$ cat config.mk
export PLATFORM = sky130hd
export DESIGN_NAME = rxd_dma_top
export DESIGN_NICKNAME = d
export VERILOG_FILES = /design/src/rtl/rxd_pkg.sv /design/src/rtl/rxd_byte_packer.sv /design/src/rtl/rxd_poll_timer.sv /design/src/rtl/rxd_dma_top.sv
export SDC_FILE = /design/constraint.sdc
export NUM_CORES = 1
export LEC_CHECK = 0
export BUFFER_PORTS_ARGS = -buffer_cell sky130_fd_sc_hd__buf_2
export CORE_UTILIZATION = 59
export DETAILED_ROUTE_END_ITERATION = 16
export GPL_TIMING_DRIVEN = 1
export HOLD_SLACK_MARGIN = 0.1
export PLACE_DENSITY = 0.88
export REMOVE_ABC_BUFFERS = 1
export SLEW_MARGIN = 10
export SYNTH_ARGS = -nofsm -noshare
export SYNTH_HDL_FRONTEND = slang
export SYNTH_SLANG_ARGS = --single-unit
$ cat constraint.sdc
create_clock -name clk -period 5.6 [get_ports clk]
set_input_delay 1.4 -clock clk [delete_from_list [all_inputs] [get_ports clk]]
set_output_delay 1.4 -clock clk [all_outputs]
set_load 0.005 [all_outputs]
$ cat src/rtl/rxd_pkg.sv
package rxd_pkg;

    localparam int WORD_BYTES = 4;
    localparam int WORD_W     = 8 * WORD_BYTES;
    localparam int LEN_W      = 17;
    localparam int SIZE_W     = 22;

    // byte offsets of the four descriptor words
    localparam logic [31:0] OFS_CTRL = 32'd0;
    localparam logic [31:0] OFS_LINK = 32'd4;
    localparam logic [31:0] OFS_BUF  = 32'd8;
    localparam logic [31:0] OFS_STAT = 32'd12;

    localparam int HOLD_BIT = 31;

    typedef enum logic [3:0] {
        ST_IDLE,
        ST_RD_CTRL,
        ST_HOLD,
        ST_RD_LINK,
        ST_RD_BUF,
        ST_WAIT_SOP,
        ST_RECV,
        ST_WR_DATA,
        ST_WR_STAT
    } rxd_state_e;

    typedef struct packed {
        logic              hold;
        logic              irq_done;
        logic              irq_eop;
        logic [2:0]        offset;
        logic [SIZE_W-1:0] max_size;
    } rxd_ctrl_t;

    typedef struct packed {
        logic             done;
        logic             sop;
        logic             eop;
        logic [LEN_W-1:0] count;
    } rxd_stat_t;

    function automatic rxd_ctrl_t decode_ctrl(input logic [WORD_W-1:0] w);
        rxd_ctrl_t c;
        c.hold     = w[31];
        c.irq_done = w[30];
        c.irq_eop  = w[29];
        c.offset   = w[28:26];
        c.max_size = w[SIZE_W-1:0];
        return c;
    endfunction

    function automatic logic [WORD_W-1:0] encode_stat(input rxd_stat_t s);
        return {s.done, s.sop, s.eop, 12'b0, s.count};
    endfunction

endpackage

$ cat src/rtl/rxd_byte_packer.sv
module rxd_byte_packer #(
    parameter  int BYTES = 4,
    localparam int LW    = $clog2(BYTES)
) (
    input  logic               clk,
    input  logic               rst,
    input  logic               clear,
    input  logic [LW-1:0]      lane_init,
    input  logic               push,
    input  logic [7:0]         din,
    input  logic               ack,
    output logic [8*BYTES-1:0] word,
    output logic [BYTES-1:0]   be,
    output logic [LW-1:0]      lane
);

    logic [LW-1:0] lane_q;

    for (genvar g = 0; g < BYTES; g++) begin : g_lane
        logic [7:0] byte_q;
        logic       en_q;
        always_ff @(posedge clk) begin
            if (rst) begin
                byte_q <= '0;
                en_q   <= 1'b0;
            end else if (clear || ack) begin
                en_q   <= 1'b0;
            end else if (push && lane_q == LW'(g)) begin
                byte_q <= din;
                en_q   <= 1'b1;
            end
        end
        assign word[8*g +: 8] = byte_q;
        assign be[g]          = en_q;
    end

    always_ff @(posedge clk) begin
        if (rst)        lane_q <= '0;
        else if (clear) lane_q <= lane_init;
        else if (push)  lane_q <= lane_q + 1'b1;
    end

    assign lane = lane_q;

endmodule

$ cat src/rtl/rxd_poll_timer.sv
module rxd_poll_timer #(
    parameter int W = 8
) (
    input  logic         clk,
    input  logic         rst,
    input  logic         load,
    input  logic [W-1:0] gap,
    output logic         done
);

    logic [W-1:0] cnt_q;

    always_ff @(posedge clk) begin
        if (rst)                cnt_q <= '0;
        else if (load)          cnt_q <= gap;
        else if (cnt_q != '0)   cnt_q <= cnt_q - 1'b1;
    end

    assign done = (cnt_q == '0);

endmodule

$ cat src/rtl/rxd_dma_top.sv
module rxd_dma_top
    import rxd_pkg::*;
#(
    parameter  int POLL_W = 8,
    localparam int LW     = $clog2(WORD_BYTES)
) (
    input  logic              clk,
    input  logic              rst,
    input  logic              start,
    input  logic              stop,
    input  logic [31:0]       ring_base,
    input  logic [POLL_W-1:0] poll_gap,
    output logic              running,
    input  logic              s_valid,
    input  logic [7:0]        s_data,
    input  logic              s_sop,
    input  logic              s_eop,
    output logic              s_ready,
    output logic [31:0]       m_addr,
    output logic              m_rd,
    output logic              m_wr,
    output logic [WORD_W-1:0] m_wdata,
    output logic [WORD_BYTES-1:0] m_be,
    input  logic [WORD_W-1:0] m_rdata,
    input  logic              m_ready
);

    rxd_state_e        state_q;
    rxd_ctrl_t         ctrl_q;
    logic [31:0]       cur_desc;
    logic [31:0]       link_q;
    logic [31:0]       wptr_q;
    logic [LEN_W-1:0]  count_q;
    logic              eop_q;
    logic              fin_q;
    logic              stop_req;

    logic [WORD_W-1:0]     pk_word;
    logic [WORD_BYTES-1:0] pk_be;
    logic [LW-1:0]         pk_lane;
    logic                  pk_clear, pk_ack, take, tm_load, tm_done;
    logic [31:0]           buf_start;
    logic [LEN_W-1:0]      cnt_nx;
    logic                  lim_hit, word_full, closes;
    logic [SIZE_W-1:0]     cur_max;
    rxd_stat_t             stat_w;

    assign running   = (state_q != ST_IDLE);
    assign cur_max   = ctrl_q.max_size;
    assign buf_start = m_rdata + {29'b0, ctrl_q.offset};

    assign take      = s_valid && s_ready && (state_q == ST_RECV || s_sop);
    assign cnt_nx    = (state_q == ST_WAIT_SOP) ? LEN_W'(1) : count_q + 1'b1;
    assign lim_hit   = ({{(SIZE_W-LEN_W){1'b0}}, cnt_nx} >= ctrl_q.max_size) || (&cnt_nx);
    assign word_full = (pk_lane == LW'(WORD_BYTES-1));
    assign closes    = s_eop || lim_hit;

    assign pk_clear  = (state_q == ST_RD_BUF) && m_ready;
    assign pk_ack    = (state_q == ST_WR_DATA) && m_ready;
    assign tm_load   = (state_q == ST_RD_CTRL) && m_ready && m_rdata[HOLD_BIT];

    assign stat_w.done  = 1'b1;
    assign stat_w.sop   = 1'b1;
    assign stat_w.eop   = eop_q;
    assign stat_w.count = count_q;

    rxd_byte_packer #(.BYTES(WORD_BYTES)) packer_i (
        .clk       (clk),
        .rst       (rst),
        .clear     (pk_clear),
        .lane_init (buf_start[LW-1:0]),
        .push      (take),
        .din       (s_data),
        .ack       (pk_ack),
        .word      (pk_word),
        .be        (pk_be),
        .lane      (pk_lane)
    );

    rxd_poll_timer #(.W(POLL_W)) timer_i (
        .clk  (clk),
        .rst  (rst),
        .load (tm_load),
        .gap  (poll_gap),
        .done (tm_done)
    );

    // memory and stream handshake decode
    always_comb begin
        m_rd    = 1'b0;
        m_wr    = 1'b0;
        m_addr  = cur_desc;
        m_wdata = '0;
        m_be    = '0;
        s_ready = 1'b0;
        unique case (state_q)
            ST_RD_CTRL: begin
                m_rd   = 1'b1;
                m_addr = cur_desc + OFS_CTRL;
            end
            ST_RD_LINK: begin
                m_rd   = 1'b1;
                m_addr = cur_desc + OFS_LINK;
            end
            ST_RD_BUF: begin
                m_rd   = 1'b1;
                m_addr = cur_desc + OFS_BUF;
            end
            ST_WAIT_SOP: s_ready = !stop_req;
            ST_RECV:     s_ready = 1'b1;
            ST_WR_DATA: begin
                m_wr    = 1'b1;
                m_addr  = {wptr_q[31:LW], {LW{1'b0}}};
                m_wdata = pk_word;
                m_be    = pk_be;
            end
            ST_WR_STAT: begin
                m_wr    = 1'b1;
                m_addr  = cur_desc + OFS_STAT;
                m_wdata = encode_stat(stat_w);
                m_be    = '1;
            end
            default: ;
        endcase
    end

    always_ff @(posedge clk) begin
        if (rst) begin
            state_q  <= ST_IDLE;
            ctrl_q   <= '0;
            cur_desc <= '0;
            link_q   <= '0;
            wptr_q   <= '0;
            count_q  <= '0;
            eop_q    <= 1'b0;
            fin_q    <= 1'b0;
            stop_req <= 1'b0;
        end else begin
            if (state_q == ST_IDLE) stop_req <= 1'b0;
            else if (stop)          stop_req <= 1'b1;

            unique case (state_q)
                ST_IDLE: if (start) begin
                    cur_desc <= ring_base;
                    state_q  <= ST_RD_CTRL;
                end
                ST_RD_CTRL: if (m_ready) begin
                    ctrl_q  <= decode_ctrl(m_rdata);
                    state_q <= m_rdata[HOLD_BIT] ? ST_HOLD : ST_RD_LINK;
                end
                ST_HOLD: begin
                    if (stop_req)     state_q <= ST_IDLE;
                    else if (tm_done) state_q <= ST_RD_CTRL;
                end
                ST_RD_LINK: if (m_ready) begin
                    link_q  <= m_rdata;
                    state_q <= ST_RD_BUF;
                end
                ST_RD_BUF: if (m_ready) begin
                    wptr_q  <= buf_start;
                    count_q <= '0;
                    eop_q   <= 1'b0;
                    fin_q   <= 1'b0;
                    state_q <= ST_WAIT_SOP;
                end
                ST_WAIT_SOP, ST_RECV: begin
                    if (state_q == ST_WAIT_SOP && stop_req) begin
                        state_q <= ST_IDLE;
                    end else if (take) begin
                        count_q <= cnt_nx;
                        eop_q   <= s_eop;
                        fin_q   <= closes;
                        state_q <= (word_full || closes) ? ST_WR_DATA : ST_RECV;
                    end
                end
                ST_WR_DATA: if (m_ready) begin
                    wptr_q  <= {wptr_q[31:LW] + 1'b1, {LW{1'b0}}};
                    state_q <= fin_q ? ST_WR_STAT : ST_RECV;
                end
                ST_WR_STAT: if (m_ready) begin
                    cur_desc <= link_q;
                    state_q  <= stop_req ? ST_IDLE : ST_RD_CTRL;
                end
                default: state_q <= ST_IDLE;
            endcase
        end
    end

endmodule

==> impl_metrics.ini, run 1 <==
[route]
vias_per_cell = 6.48
wl_met3_um = 3550
avgRoutedWirePerCell_um = 19.3
dr_wl_met2_um = 18000
postRouteAntennaNets = 0
wl_met1_um = 15300
routed-via-count = 12900
firstDrtPassIters = 6
postRouteWirelength_um = 38500
drtIter0Drc = 1365
dr.max_layer_used = met4
drc_errors = 0

[clock_tree]
path_clk_slew_ns = 0.09
cts_resized = 0
clk_latency_ns = 0.46
ctsHtreeMaxLevel = 4
numCtsBuffers = 17
cts_root_buffer = clkbuf_16
clockBufferDepth = 2
cts_sinks = 189
cts_tree = done
cts-hold-fix-buffers = 0
post-cts-setup-buffers = 0

[setup_path]
slowest_delay_ns = 0.78
crit_chain = nor3_1 -> nand2_1 -> inv_1 -> ha_1 -> a21o_1 -> nand3_1 -> nor3_1 -> a21oi_1 -> o31ai_1 -> a22o_1 -> buf_2
arrival_ns = 3.78
worst_setup_path_end_kind = primary output
cp-start-kind = register
criticalPathCategory = register to primary output
crit_path_frequent_cell = nor3_1
required_ns = 4.20
reg2reg_depth = 10
crit_fanout = 22
crit_slowest_cell = dfxtp_1

[logic_synthesis]
yosysWarnings = 0
syn_area_sq_um = 11900
synth.distinct_cells = 85
ys_top_cells_by_area = dfxtp_1 (32%), nand2_1 (10%), a21oi_1 (7.2%), nor2_1 (4.3%), nand3_1 (3.8%)
synth_most_common_cell = nand2_1
synth_seq_cells = 189
synth-edff-count = 0
yosysTopAreaCellShare_pct = 31.9
synthFlopType = dfxtp_1
synth_top_area_cell = dfxtp_1
netlist_instances = 1643
synth-seq-area-share_pct = 31.9
synthTopCellsByCount = nand2_1 (317), dfxtp_1 (189), a21oi_1 (171)
asyncSetResetFlopFracSynth_pct = 0
syn_area_per_cell_sq_um = 7.23

[global_routing]
antenna_found_initial = 1
grt_max_degree = 118
grt_pass1_wl_um = 60800
track_usage_pct = 37.3
grt_pass1_vias = 11800
grt_overflow_total = 0

[layout]
nNetsFinal = 1835
syn2layout_area_growth_pct = 12.2
design_area_sq_um = 13300
layout-drive-gt1-share_pct = 14.2
post-route-util_pct = 68.0

[floorplanning]
core_sq_um = 19600
die_x_um = 144
start_util_pct = 60.6
die_h_um = 144
die_area_sq_um = 20700
boundaryPins = 160
row_count = 51

[sta]
rsz0062_at_grt = false
fin_skew_ns = 0.0108
setup_viol = 0
hold_violations = 0
relSlewSlack_pct = 29.1
final.min_clock_period_ns = 5.18
tightest_slew_ns = 1.06
period_share_pct = 92.5
finalSetupTns_ns = 0
whs_ns = 0.453
drv_slew = 0
fmax_mhz = 193

[hold_path]
hp-class = register to register
min_path_cells = 2

[pwr]
power.density_nw_per_um2 = 282
vdd_drop_max_mv = 0.247
cellLeakagePower_nw = 4.95

[place]
gp_congestion = 0.979
dp_hpwl_um = 26600
portBuffers = 159
place_area_sq_um = 12700

[status]
status = completed

[job]
cap_violations = 0
==> critical path: cells and delay by family (launching register included) <==
family	cells	cell delay, ns
buffers and inverters	2	0.23
flip-flops	1	0.78
AO/OA/AOI/OAI	4	0.91
AND/OR/NAND/NOR	4	1.09
adder cells (fa/ha/maj)	1	0.30
==> routing by layer <==
layer  up-vias  global-route usage (%)
met3       140                    6.60
met1      5969                    46.6
met2       766                    61.3
li1       6057                       -
met5         -                       0
met4         0                    19.2
==> logic make-up (layout without fill, tap and decap cells) <==
family | after synthesis | in the layout | synth area share, %
buf+inv | 175 | 261 | 5.93
xor+xnor | 44 | 44 | 3.25
fa+ha+maj | 31 | 31 | 3.39
compound gates | 446 | 446 | 25.0
flops | 189 | 189 | 31.9
mux | 9 | 9 | 0.812
other cells | 0 | 2 | 0
simple gates | 749 | 749 | 29.7
==> through the flow <==
stage	cells	power [W]	setup WS [ns]
floorplan	1514	0.00213	0.174
global placement	1962	0.00243	1.06
detailed placement	1962	0.00246	0.979
CTS	1994	0.00373	0.508
global route	1995	0.00391	0.176
finish	1996	0.00376	0.418
==> sequential cells by signal, indices dropped and copies added, names as in the netlist <==
| signal | cells |
|---|---|
| packer_i.g_lane.byte_q | 32 |
| packer_i.lane | 2 |
| ctrl_q | 3 |
| cur_desc | 32 |
| eop_q | 1 |
| cur_max | 22 |
| stop_req | 1 |
| wptr_q | 30 |
| link_q | 32 |
| state_q | 4 |
| timer_i.cnt_q | 8 |
| fin_q | 1 |
| packer_i.g_lane.en_q | 4 |
| count_q | 17 |
==> placed cells by master (no fill, tap or decap), types with 21 or more instances in the layout <==
| cell | count |
|---|---|
| a211oi_1 | 21 |
| a21oi_1 | 171 |
| a311oi_1 | 33 |
| and2_1 | 22 |
| and3_1 | 23 |
| buf_2 | 158 |
| buf_4 | 24 |
| dfxtp_1 | 189 |
| ha_1 | 29 |
| inv_1 | 45 |
| nand2_1 | 317 |
| nand3_1 | 91 |
| nand4_1 | 29 |
| nor2_1 | 136 |
| nor3_1 | 29 |
| o21ai_0 | 50 |
| xnor2_1 | 30 |
==> area by class of cell <==
cell class                      count  area, sq um
Tap cell                          265          332
Inverter                           46          173
Antenna cell                        2         5.00
Clock inverter                     14          189
Sequential cell                   189         3780
Clock buffer                       18          439
Multi-Input combinational cell   1279         7410
Timing Repair Buffer              183          982
Fill cell                        1648         6270
==> power breakdown <==
| group | internal [W] | leakage (nW) | switching, W |
|---|---|---|---|
| sequential | 0.00145 | 1.53 | 0.000154 |
| combinational | 0.000353 | 3.11 | 0.000501 |
| clock | 0.000661 | 0.306 | 0.000637 |
==> final timing paths <==
path / end / startpoint / slack (ns)
worst max register to register: fin_q / count_q[0] / 1.86
worst max-delay path: m_addr[25] / state_q[1] / 0.42
worst min register to register: packer_i.g_lane[3].byte_q[2] / packer_i.g_lane[3].byte_q[2] / 0.45
worst min-delay path: packer_i.g_lane[3].byte_q[2] / packer_i.g_lane[3].byte_q[2] / 0.45
(Power assumes the default switching activity.)
==> run 2: changes to the inputs <==
Settings changed: PLACE_DENSITY 0.88 to 0.78.
==> impl_metrics.ini, run 2 (synthesis gave the netlist of run 1 again) <==
[hold_path]
min_from = cur_max[20]
hp-class = register to register
min_path_cells = 2
hold_path_end = cur_max[20]

[setup_path]
crit_fanout = 22
r2r_start = count_q[0]
worst_setup_path_end_kind = primary output
ff2ff_setup_slack_ns = 1.96
r2r_end = fin_q
crit_slowest_cell = or4_1
required_ns = 4.20
cp-start-kind = register
crit_chain = buf_4 -> nor3_1 -> nand2_2 -> inv_1 -> fa_1 -> nand3_1 -> or4_1 -> a221oi_2 -> o21ai_1 -> a221o_1 -> buf_2
reg2reg_depth = 12
arrival_ns = 3.91
slowest_delay_ns = 0.50
criticalPathCategory = register to primary output

[global_routing]
grt_max_degree = 127
grt_pass1_wl_um = 58900
grt_overflow_total = 0
antenna_found_initial = 2
grt_pass1_vias = 11300
track_usage_pct = 36.3

[place]
gp_congestion = 0.951
portBuffers = 159
place_area_sq_um = 12700
dp_hpwl_um = 26600

[route]
drc_errors = 0
firstDrtPassIters = 8
drtIter0Drc = 1277
postRouteWirelength_um = 37300
avgRoutedWirePerCell_um = 18.7
postRouteAntennaNets = 0
routed-via-count = 12600
vias_per_cell = 6.30

[sta]
period_share_pct = 94.8
whs_ns = 0.453
fmax_mhz = 188
rsz0062_at_grt = false
setup_viol = 0
tightest_slew_ns = 1.21
final.min_clock_period_ns = 5.31
drv_slew = 0
fin_skew_ns = 0.0114
finalSetupTns_ns = 0
hold_violations = 0
relSlewSlack_pct = 19.3

[floorplanning]
row_count = 51
core_sq_um = 19600
die_area_sq_um = 20700
start_util_pct = 60.6
boundaryPins = 160
die_x_um = 144
die_h_um = 144

[layout]
layout_common_cells = nand2_1 (316), dfxtp_1 (189), a21oi_1 (171)
syn2layout_area_growth_pct = 12.0
layout-drive-gt1-share_pct = 14.2
layout_commonest_cell = nand2_1
nNetsFinal = 1834
design_area_sq_um = 13300
reg_top3 = cur_desc (32), link_q (32), packer_i.g_lane.byte_q (32)

[clock_tree]
clk_latency_ns = 0.44
path_clk_slew_ns = 0.07
ctsHtreeMaxLevel = 4
cts_root_buffer = clkbuf_16
cts_resized = 0
cts_sinks = 189
numCtsBuffers = 17
post-cts-setup-buffers = 0
clockBufferDepth = 2
cts_tree = done
cts-hold-fix-buffers = 0

[status]
status = completed

[pwr]
power.density_nw_per_um2 = 279
vdd_drop_max_mv = 0.229
cellLeakagePower_nw = 4.94

[job]
cap_violations = 0
## run 2: layer usage
layer	global-route usage, %	part of all wire (%)
met1	46.3	42
met2	59.1	46
met3	5.90	7.7
met4	18.3	4.0
met5	0	0
## run 2: cell type report
class / count / area (sq um)
multi-input cells: 1279 / 7420
fillers: 1769 / 6290
flip-flops and latches: 189 / 3780
repair buffers: 182 / 987
clock buffers: 18 / 429
well taps: 265 / 332
inverters: 46 / 173
clock inverters: 14 / 169
diodes: 2 / 5.00
## run 2: how the worst max path moves through the flow
stage / depth (start not counted) / end / startpoint
finish: 11 / m_addr[26] / state_q[2]
CTS: 11 / m_addr[26] / state_q[2]
detailed placement: 11 / m_addr[26] / state_q[2]
global route: 11 / m_addr[26] / state_q[2]
global placement: 11 / m_addr[26] / state_q[2]
floorplan: 9 / m_addr[26] / state_q[2]
## run 2: power by group
group	switching, W	internal, W	total (W)
Sequential	0.000144	0.00145	0.00159
Clock	0.000609	0.000644	0.00125
Combinational	0.000506	0.000357	0.000862
Total	0.00126	0.00245	0.00371
## run 2: critical path, delay by kind of cell (launching register included)
| family | cells | cell delay, ns |
|---|---|---|
| fa+ha+maj | 1 | 0.32 |
| buf+inv | 3 | 0.68 |
| flops | 1 | 0.30 |
| simple gates | 4 | 1.28 |
| compound gates | 3 | 0.89 |
## run 2: through the flow
stage               total power (W)  worst slack, ns  util [%]  cells
finish                      0.00371            0.292      67.9   1995
global route                0.00387           0.0645      67.9   1994
CTS                         0.00370            0.324      67.8   1993
detailed placement          0.00247            0.806      64.8   1961
global placement            0.00244            0.924      64.8   1961
floorplan                   0.00213            0.174         -   1514
==> run 3: changes to the inputs <==
Settings changed: RECOVER_POWER set to 50.
==> impl_metrics.ini, run 3 (synthesis gave the netlist of run 1 again) <==
[global_routing]
grt_max_degree = 127
grt_pass1_wl_um = 58900
track_usage_pct = 36.3
antenna_found_initial = 2
grt_overflow_total = 0
grt_pass1_vias = 11300

[route]
postRouteAntennaNets = 0
drtIter0Drc = 1136
vias_per_cell = 6.31
drc_errors = 0
firstDrtPassIters = 6
routed-via-count = 12600
postRouteWirelength_um = 37500
avgRoutedWirePerCell_um = 18.8

[setup_path]
criticalPathCategory = register to primary output
crit_family = simple AND/OR/NAND/NOR gates
crit_end = m_addr[26]
crit_fanout = 22
crit_chain = buf_4 -> nor3_1 -> nand2_2 -> inv_1 -> fa_1 -> nand3_1 -> or4_1 -> a221oi_2 -> o21ai_1 -> a221o_1 -> buf_2
cp-start-kind = register
ff2ff_setup_slack_ns = 1.33
worstPathBufferInverterCount = 3
required_ns = 4.20
reg2reg_depth = 6
r2r_end = cur_desc[19]
worstSetupStartpoint = state_q[2]
crit_cells = 11
worst_setup_path_end_kind = primary output
slowest_delay_ns = 0.49
arrival_ns = 3.88
r2r_start = state_q[2]
crit_slowest_cell = or4_1

[pwr]
power.density_nw_per_um2 = 280
vdd_drop_max_mv = 0.229
cellLeakagePower_nw = 4.91
total_power_w = 0.00371

[layout]
reg_top3 = cur_desc (32), link_q (32), packer_i.g_lane.byte_q (32)
nNetsFinal = 1834
syn2layout_area_growth_pct = 11.7
layout_commonest_cell = nand2_1
layout_common_cells = nand2_1 (316), dfxtp_1 (189), a21oi_1 (171)
layout-drive-gt1-share_pct = 13.9

[clock_tree]
cts_root_buffer = clkbuf_16
ctsHtreeMaxLevel = 4
post-cts-setup-buffers = 0
cts_sinks = 189
numCtsBuffers = 17
cts_resized = 0
cts_tree = done
cts-hold-fix-buffers = 0
path_clk_slew_ns = 0.07
clockBufferDepth = 2
clk_latency_ns = 0.44

[sta]
finalSetupTns_ns = 0
tightest_slew_ns = 2.66
setup_viol = 0
rsz0062_at_grt = false
relSlewSlack_pct = -77.2
drv_slew = 221
period_share_pct = 94.3
fmax_mhz = 189
fin_skew_ns = 0.0121
hold_violations = 0
whs_ns = 0.452
final.min_clock_period_ns = 5.28

[place]
portBuffers = 159
dp_hpwl_um = 26600
gp_congestion = 0.951

[floorplanning]
die_x_um = 144
die_h_um = 144
die_area_sq_um = 20700
start_util_pct = 60.6
boundaryPins = 160
core_sq_um = 19600
row_count = 51

[status]
status = finished, violations left
violations = capacitance limit, slew limit

[hold_path]
hp-class = register to register

[job]
cap_violations = 4
run 3: changes by cell type in the layout (fill, tap and decap cells not counted):
| cell | before | now |
|---|---|---|
| buf_6 | 1 | 0 |
| and2_1 | 22 | 21 |
| and2_0 | 0 | 1 |
| clkbuf_1 | 1 | 5 |
| nor2b_4 | 1 | 0 |
| buf_4 | 22 | 19 |
| buf_2 | 158 | 157 |
| nor2b_1 | 8 | 9 |
| clkbuf_2 | 0 | 2 |
| buf_12 | 1 | 0 |
run 3: final cells by class:
class                      instances  area, sq um
tap                              265          332
sequential                       189         3780
fill                            1778         6330
multi-input combinational       1279         7410
clock inverter                    14          169
timing repair buffer             182          953
antenna                            2         5.00
inverter                          46          173
clock buffer                      18          429
run 3: metrics by stage:
stage	setup WS [ns]	instances	area, sq um	util (%)
2_1_floorplan	0.174	1514	11300	-
3_3_place_gp	0.924	1961	12700	64.8
3_5_place_dp	0.806	1961	12700	64.8
4_1_cts	0.324	1993	13300	67.8
5_1_grt	0.127	1994	13300	67.7
6_report	0.322	1995	13300	67.7
run 3: power by group:
part	total [W]	internal [W]	switching (W)
clock network	0.00125	0.000643	0.000608
registers	0.00160	0.00145	0.000145
logic	0.000858	0.000354	0.000504
run 3: how the worst min path moves through the flow:
stage                                  from                            to  slack, ns  depth (start not counted)
2_1_floorplan                   cur_max[20]                   cur_max[20]       0.42                          2
3_3_place_gp   packer_i.g_lane[2].byte_q[3]  packer_i.g_lane[2].byte_q[3]       0.44                          2
3_5_place_dp                    cur_max[17]                   cur_max[17]       0.44                          2
4_1_cts                         cur_max[20]                   cur_max[20]       0.45                          2
5_1_grt                          link_q[19]                    link_q[19]       0.47                          2
6_report                        cur_max[20]                   cur_max[20]       0.45                          2
run 3: worst register-to-register path, delay by kind of cell, from the launching register on:
kind | cells | cell delay (ns)
simple gates | 3 | 2.23
buf+inv | 2 | 1.33
flops | 1 | 0.30
compound gates | 1 | 0.28
run 3: routing by layer:
metal	GRT usage [%]	up-vias	wire, um
met4	18.3	0	1530
met3	5.90	101	2900
met5	0	-	0
met2	59.1	614	17300
li1	-	6033	-
met1	46.3	5838	15800
